===== src/rtl/xfer_pkg.sv =====
package xfer_pkg;
  localparam int WORD_BYTES = 4;
  localparam int WORD_W     = 8 * WORD_BYTES;
  localparam int FCODE_W    = 4;

  localparam logic [FCODE_W-1:0] FLT_NONE  = 4'h0;
  localparam logic [FCODE_W-1:0] FLT_ALIGN = 4'h1;
  localparam logic [FCODE_W-1:0] FLT_EMPTY = 4'h2;

  typedef enum logic [0:0] {
    ST_IDLE = 1'b0,
    ST_RUN  = 1'b1
  } seq_state_e;
endpackage


===== src/rtl/xfer_rst_sync.sv =====
module xfer_rst_sync (
  input  logic clk,
  input  logic rst_n,
  output logic rst_n_sync
);
  logic [1:0] pipe_q;

  always_ff @(posedge clk or negedge rst_n) begin
    if (!rst_n) begin
      pipe_q <= 2'b00;
    end else begin
      pipe_q <= {pipe_q[0], 1'b1};
    end
  end

  assign rst_n_sync = pipe_q[1];
endmodule


===== src/rtl/xfer_lane_map.sv =====
module xfer_lane_map #(
  parameter int LANES = 4
) (
  input  logic               big,
  input  logic [8*LANES-1:0] in_word,
  output logic [8*LANES-1:0] out_word
);
  for (genvar k = 0; k < LANES; k++) begin : g_lane
    assign out_word[8*k +: 8] = big ? in_word[8*(LANES-1-k) +: 8]
                                    : in_word[8*k +: 8];
  end
endmodule


===== src/rtl/xfer_align_chk.sv =====
module xfer_align_chk
  import xfer_pkg::*;
#(
  parameter int AW = 32,
  parameter int CW = 4
) (
  input  logic [AW-1:0]      addr,
  input  logic [CW-1:0]      count,
  input  logic               pair,
  input  logic               strict,
  output logic [AW-1:0]      base,
  output logic [CW-1:0]      eff_count,
  output logic               reject,
  output logic [FCODE_W-1:0] code
);
  logic misaligned;

  always_comb begin
    base       = {addr[AW-1:2], 2'b00};
    eff_count  = pair ? CW'(2) : count;
    misaligned = strict && (addr[1:0] != 2'b00);
    if (misaligned) begin
      reject = 1'b1;
      code   = FLT_ALIGN;
    end else if (eff_count == '0) begin
      reject = 1'b1;
      code   = FLT_EMPTY;
    end else begin
      reject = 1'b0;
      code   = FLT_NONE;
    end
  end
endmodule


===== src/rtl/xfer_beat_ctrl.sv =====
module xfer_beat_ctrl
  import xfer_pkg::*;
#(
  parameter int AW = 32,
  parameter int CW = 4
) (
  input  logic          clk,
  input  logic          rst_n,
  input  logic          start,
  input  logic [AW-1:0] start_base,
  input  logic [CW-1:0] start_count,
  input  logic          start_write,
  input  logic          start_big,
  input  logic          beat_ready,
  output logic          busy,
  output logic [AW-1:0] beat_addr,
  output logic [CW-1:0] beat_idx,
  output logic          cur_write,
  output logic          cur_big,
  output logic          done
);
  localparam logic [AW-1:0] STEP = AW'(WORD_BYTES);

  seq_state_e    state_q, state_d;
  logic [AW-1:0] addr_q, addr_d;
  logic [CW-1:0] idx_q, idx_d;
  logic [CW-1:0] last_q, last_d;
  logic          wr_q, wr_d;
  logic          big_q, big_d;
  logic          done_q, done_d;
  logic          load_en;

  always_comb begin
    state_d = state_q;
    addr_d  = addr_q;
    idx_d   = idx_q;
    last_d  = last_q;
    wr_d    = wr_q;
    big_d   = big_q;
    done_d  = 1'b0;
    load_en = 1'b0;
    unique case (state_q)
      ST_IDLE: begin
        if (start) begin
          load_en = 1'b1;
          state_d = ST_RUN;
          addr_d  = start_base;
          idx_d   = '0;
          last_d  = start_count - CW'(1);
          wr_d    = start_write;
          big_d   = start_big;
        end
      end
      ST_RUN: begin
        if (beat_ready) begin
          load_en = 1'b1;
          if (idx_q == last_q) begin
            state_d = ST_IDLE;
            done_d  = 1'b1;
          end else begin
            idx_d  = idx_q + CW'(1);
            addr_d = addr_q + STEP;
          end
        end
      end
      default: state_d = ST_IDLE;
    endcase
  end

  always_ff @(posedge clk or negedge rst_n) begin
    if (!rst_n) begin
      state_q <= ST_IDLE;
      done_q  <= 1'b0;
    end else begin
      state_q <= state_d;
      done_q  <= done_d;
    end
  end

  always_ff @(posedge clk or negedge rst_n) begin
    if (!rst_n) begin
      addr_q <= '0;
      idx_q  <= '0;
      last_q <= '0;
      wr_q   <= 1'b0;
      big_q  <= 1'b0;
    end else if (load_en) begin
      addr_q <= addr_d;
      idx_q  <= idx_d;
      last_q <= last_d;
      wr_q   <= wr_d;
      big_q  <= big_d;
    end
  end

  assign busy      = (state_q == ST_RUN);
  assign beat_addr = addr_q;
  assign beat_idx  = idx_q;
  assign cur_write = wr_q;
  assign cur_big   = big_q;
  assign done      = done_q;
endmodule


===== src/rtl/xfer_seq.sv =====
module xfer_seq
  import xfer_pkg::*;
#(
  parameter int AW = 32,
  parameter int CW = 4
) (
  input  logic               clk,
  input  logic               rst_n,
  input  logic               req_valid,
  output logic               req_ready,
  input  logic [AW-1:0]      req_addr,
  input  logic [CW-1:0]      req_count,
  input  logic               req_write,
  input  logic               req_pair,
  input  logic               req_big,
  input  logic               req_strict,
  output logic [CW-1:0]      word_idx,
  input  logic [31:0]        reg_wdata,
  output logic               ld_valid,
  output logic [31:0]        ld_data,
  output logic               mem_valid,
  input  logic               mem_ready,
  output logic [AW-1:0]      mem_addr,
  output logic               mem_write,
  output logic [31:0]        mem_wdata,
  input  logic [31:0]        mem_rdata,
  output logic               done,
  output logic               fault,
  output logic [FCODE_W-1:0] fault_code
);
  logic               rst_n_i;
  logic               busy;
  logic               accept;
  logic               start;
  logic [AW-1:0]      chk_base;
  logic [CW-1:0]      chk_count;
  logic               chk_reject;
  logic [FCODE_W-1:0] chk_code;
  logic               cur_write;
  logic               cur_big;
  logic               fault_q, fault_d;
  logic [FCODE_W-1:0] code_q, code_d;

  xfer_rst_sync u_rst_sync (
    .clk        (clk),
    .rst_n      (rst_n),
    .rst_n_sync (rst_n_i)
  );

  xfer_align_chk #(.AW(AW), .CW(CW)) u_align_chk (
    .addr      (req_addr),
    .count     (req_count),
    .pair      (req_pair),
    .strict    (req_strict),
    .base      (chk_base),
    .eff_count (chk_count),
    .reject    (chk_reject),
    .code      (chk_code)
  );

  assign req_ready = !busy;
  assign accept    = req_valid && req_ready;
  assign start     = accept && !chk_reject;

  xfer_beat_ctrl #(.AW(AW), .CW(CW)) u_beat_ctrl (
    .clk         (clk),
    .rst_n       (rst_n_i),
    .start       (start),
    .start_base  (chk_base),
    .start_count (chk_count),
    .start_write (req_write),
    .start_big   (req_big),
    .beat_ready  (mem_ready),
    .busy        (busy),
    .beat_addr   (mem_addr),
    .beat_idx    (word_idx),
    .cur_write   (cur_write),
    .cur_big     (cur_big),
    .done        (done)
  );

  xfer_lane_map #(.LANES(WORD_BYTES)) u_map_store (
    .big      (cur_big),
    .in_word  (reg_wdata),
    .out_word (mem_wdata)
  );

  xfer_lane_map #(.LANES(WORD_BYTES)) u_map_load (
    .big      (cur_big),
    .in_word  (mem_rdata),
    .out_word (ld_data)
  );

  assign mem_valid = busy;
  assign mem_write = cur_write;
  assign ld_valid  = busy && mem_ready && !cur_write;

  always_comb begin
    fault_d = accept && chk_reject;
    code_d  = code_q;
    if (accept && chk_reject) begin
      code_d = chk_code;
    end
  end

  always_ff @(posedge clk or negedge rst_n_i) begin
    if (!rst_n_i) begin
      fault_q <= 1'b0;
      code_q  <= FLT_NONE;
    end else begin
      fault_q <= fault_d;
      code_q  <= code_d;
    end
  end

  assign fault      = fault_q;
  assign fault_code = code_q;
endmodule


===== config.mk =====
export PLATFORM = sky130hd
export DESIGN_NAME = xfer_seq
export DESIGN_NICKNAME = d
export VERILOG_FILES = /design/src/rtl/xfer_pkg.sv /design/src/rtl/xfer_rst_sync.sv /design/src/rtl/xfer_lane_map.sv /design/src/rtl/xfer_align_chk.sv /design/src/rtl/xfer_beat_ctrl.sv /design/src/rtl/xfer_seq.sv
export SDC_FILE = /design/constraint.sdc
export NUM_CORES = 1
export LEC_CHECK = 0
export BUFFER_PORTS_ARGS = -buffer_cell sky130_fd_sc_hd__buf_2
export CORE_UTILIZATION = 40
export CTS_CLUSTER_SIZE = 8
export DETAILED_ROUTE_END_ITERATION = 16
export PLACE_DENSITY = 0.86
export SLEW_MARGIN = 15
export SYNTH_ARGS = -nofsm -noshare
export SYNTH_HDL_FRONTEND = slang
export SYNTH_SLANG_ARGS = --single-unit

===== constraint.sdc =====
create_clock -name clk -period 1.49 [get_ports clk]
set_clock_uncertainty 0.1 [all_clocks]
set_input_delay 0.0745 -clock clk [delete_from_list [all_inputs] [get_ports clk]]
set_output_delay 0.0745 -clock clk [all_outputs]
set_load 0.05 [all_outputs]

==> impl_metrics.toml, run 1 <==
[status]
status = "stopped before the end"
lastStage = "global routing (5_1_grt)"
error_line = "[ERROR GRT-0232] Routing congestion too high. Check the congestion heatmap in the GUI."

[yosys]
yosysTopAreaCell = "dfrtp_1"
ys_async_sr_fraction = 1.00
synth.area.top_cells = "dfrtp_1 34%, mux2_2 21%, nand2_1 3.5%"
synth_top_area_frac = 0.336
synth_warnings = 0
syn-mean-instance-area_um2 = 9.30
synth_flop_cell = "dfrtp_1"
synth.yosys.seq_area_share = 0.336
synth_area_mm2 = 0.00350
ys_types = 53
synth_seq_cells = 47
synth.most_common_cell = "mux2_2"
syn_inst = 377
synth_edf_count = 0
synth_commonest_cells = "66 x mux2_2, 47 x dfrtp_1, 33 x nand2_1"

[clock_network]
clock_tree.buffer_depth = 2
cts_buffers = 5
cts_sinks = 47
htreeDepth = 2
cts_root_buf = "clkbuf_8"

[die]
die_x_um = 95.6
ios = 218
die_height_um = 95.6
num_rows = 33
start_util = 0.420

[placement]
pre_cts_ws_ns = -0.367
gp_congestion = 0.889
dpl.hpwl_um = 11400
port_buffers = 213

[grt]
antenna_found_initial = 11
grt_max_degree = 46
track_usage = 0.756
gr-total-overflow = 11

[sta]
worstEndpointGrtRepair = "u_beat_ctrl.beat_addr[5]$_DFFE_PN0P_/D"
worstEpCategory = "sequential cell input"
-- per-layer routing --
layer / GRT overflow / GRT usage
met1: 0 / 0.736
met2: 2 / 0.926
met3: 0 / 0.604
met4: 9 / 0.812
met5: 0 / 0.167
-- per-stage QoR --
stage	area [um2]	TNS [ns]	cells	utilization	hold slack (ns)
after CTS	7220	-27.06	843	0.865	0.00427
after floorplan	3790	-12.35	380	-	-0.321
after global placement	5490	-7.74	760	0.659	-0.240
after detailed placement	5490	-9.95	760	0.659	-0.237
-- kinds of logic after synthesis --
group | after synthesis | share of synthesized area
adders and majority gates | 3 | 0.0107
buffers and inverters | 33 | 0.0436
AOI/OAI and AO/OA | 94 | 0.180
xor gates and xnor gates | 8 | 0.0200
other | 2 | 0.00214
muxes | 74 | 0.235
DFF | 47 | 0.336
and+or+nand+nor | 116 | 0.174
-- timing repair --
action | 4_1_cts
endpoints found under the hold margin | 31
setup endpoints to repair | 107
cloned | 11
buffers inserted | 33
resized for setup | 218
pin swaps | 22
hold buffers | 31
==> inputs of run 2 (changes only) <==
--- a/config.mk
+++ b/config.mk
@@ -7,9 +7,8 @@
 export LEC_CHECK = 0
 export BUFFER_PORTS_ARGS = -buffer_cell sky130_fd_sc_hd__buf_2
 export CORE_UTILIZATION = 40
-export CTS_CLUSTER_SIZE = 8
 export DETAILED_ROUTE_END_ITERATION = 16
-export PLACE_DENSITY = 0.86
+export PLACE_DENSITY_LB_ADDON = 0.15
 export SLEW_MARGIN = 15
 export SYNTH_ARGS = -nofsm -noshare
 export SYNTH_HDL_FRONTEND = slang
==> constraint.sdc (replaced) <==
create_clock -name clk -period 1.94 [get_ports clk]
set_clock_uncertainty 0.1 [all_clocks]
set_input_delay 0.097 -clock clk [delete_from_list [all_inputs] [get_ports clk]]
set_output_delay 0.097 -clock clk [all_outputs]
set_load 0.05 [all_outputs]
==> run 2 against run 1 <==
Effect of this change:
- synthesized cell count unchanged
- the flow now finishes, with violations (hold timing)
- synthesized area unchanged
==> impl_metrics.toml, run 2 <==
[status]
status = "finished, violations left"
violations = "hold timing"

[setup_path]
critPathRequiredTime_ns = 2.09
critPathCaptureType = "flip-flop"
crit_start = "u_beat_ctrl.beat_addr[8]"
crit_arrival_ns = 2.06
startpoint_type = "flip-flop"
crit_fanout = 8
ff2ff_path_depth = 6
worstSetupPathType = "flip-flop to flip-flop"
r2r-start = "u_beat_ctrl.beat_addr[8]"

[finish]
num_antenna_cells = 0
nFillCells = 736
multiInputGateArea_mm2 = 0.00231
final_common_cell = "buf_2"
syn_to_final_growth_pct = 54.3
drive_above_1_share = 0.594
fin_nets = 746
largest_reg_flops = 30
final-seq-area_mm2 = 0.00121
layout_common_cells = "213 x buf_2, 66 x mux2_2, 32 x nand2_1, 32 x buf_4, 27 x dfrtp_2"

[sta]
rsz0062_at_grt = "true"
holdWs_ns = -0.00104
hold_viol = 2
slew_headroom = 0.640
fin_crit_ns = 1.91
maxSlewViolCount = 0
max_freq_mhz = 524
period_share = 0.985
setup_viol = 0
finalSetupTns_ns = 0
tightest_slew_ns = 0.540

[yosys]
synth.yosys.seq_area_share = 0.336
ys_async_sr_fraction = 1.00
synth.most_common_cell = "mux2_2"
yosysTopAreaCell = "dfrtp_1"
synth.area.top_cells = "dfrtp_1 34%, mux2_2 21%, nand2_1 3.5%"
synth_flop_cell = "dfrtp_1"
synth_commonest_cells = "66 x mux2_2, 47 x dfrtp_1, 33 x nand2_1"
synth_top_area_frac = 0.336
syn_inst = 377
synth_seq_cells = 47
ys_types = 53
synth_area_mm2 = 0.00350
synth_edf_count = 0
syn-mean-instance-area_um2 = 9.30
synth_warnings = 0

[die]
start_util = 0.420
dieArea_mm2 = 0.00914
die_x_um = 95.6
num_rows = 33
die_height_um = 95.6
coreArea_mm2 = 0.00834
ios = 218

[placement]
dpl.hpwl_um = 9610
port_buffers = 213
gp_congestion = 0.872

[worst_hold_path]
hp-class = "input pin to asynchronous set/reset pin"

[clock_network]
htreeDepth = 2
clk_latency_ns = 0.30
cts_buffers = 5
clkTransAtPathRegs_ns = 0.09
cts_tree = "yes"
clock_tree.buffer_depth = 2
cts_sinks = 47
cts_root_buf = "clkbuf_8"

[routing]
totalWireLength_um = 12800
post-route-drc-count = 0
dr.pass1.iters = 4
routed_via_density = 5.37
ant_nets = 0
post_drt_wl_per_cell_um = 17.3
drt-initial-drc-count = 129
via_count = 3980

[pwr]
totalPowerFinal_mw = 9.41
ir_drop_mv = 0.803
powerDensity_mw_per_mm2 = 1740
p_leak_nw = 2.52

[grt]
grt_pass1_wl_um = 18500
track_usage = 0.262
grt_pass1_vias = 3696
grt_max_degree = 30
antenna_found_initial = 0
gr-total-overflow = 0

[flow_run]
maxCapViolCount = 0
run 2: cell counts after synthesis:
Identical to the previous run, type by type.
run 2: per-stage QoR:
stage	hold WS, ns	area [um2]	instances	setup WS (ns)	util
detailed placement	-0.214	4990	707	0.0331	0.599
global placement	-0.213	4990	707	0.103	0.599
global route	0.000236	5410	741	-0.0613	0.648
finish	-0.00104	5410	741	0.0300	0.648
CTS	0.00334	5350	740	0.0317	0.641
floorplan	-0.299	3620	380	0.000711	-
run 2: worst max-delay path, stage by stage, from the launching register on:
cell	delay, ns
dfrtp_2	0.39
nand4_1	0.24
buf_4	0.27
nor3_1	0.39
nand2_1	0.10
a21oi_1	0.16
o221a_2	0.20
run 2: layer usage:
| metal | vias up | global-route usage | wire, um |
|---|---|---|---|
| met2 | 159 | 0.432 | 6310 |
| met1 | 1886 | 0.361 | 5580 |
| met3 | 7 | 0.0431 | 886 |
| li1 | 1928 | - | - |
| met5 | - | 0 | 0 |
| met4 | 0 | 0.0560 | 57 |
run 2: layout make-up:
class	count	area share
clock buffers	8	0.0185
inverters	6	0.00416
multi-input cells	301	0.427
flip-flops and latches	47	0.224
well taps	105	0.0243
repair buffers	274	0.302
run 2: final timing paths:
check / to / slack (ns)
max: u_beat_ctrl.beat_addr[11] / 0.03
min reg2reg: u_beat_ctrl.beat_addr[3] / 0.16
min in group clk: u_beat_ctrl.beat_addr[10] / 0.01
max in group asynchronous: u_beat_ctrl.cur_big / 1.04
min: u_rst_sync.pipe_q[1] / -0.001
max reg2reg: u_beat_ctrl.beat_addr[11] / 0.03
run 2: timing repair:
item                                    CTS  global route
hold buffers                             25             0
gates resized for setup                   0             9
buffers inserted                          0             0
endpoints found under the hold margin    26             0
endpoints found under the setup margin    0            42
run 2: power by group:
| part | total, mW | internal (mW) | switching [mW] |
|---|---|---|---|
| Clock | 0.664 | 0.326 | 0.338 |
| Sequential | 1.99 | 1.44 | 0.553 |
| Combinational | 6.75 | 2.16 | 4.59 |
| Total | 9.41 | 3.93 | 5.48 |
run 2: cells by family after synthesis:
group / synth area share
AND/OR/NAND/NOR: 0.174
AO/OA/AOI/OAI: 0.180
multiplexers: 0.235
flip-flops: 0.336
buffers and inverters: 0.0436
XOR/XNOR: 0.0200
adder cells (fa/ha/maj): 0.0107
other: 0.00214
(Power assumes the default switching activity.)
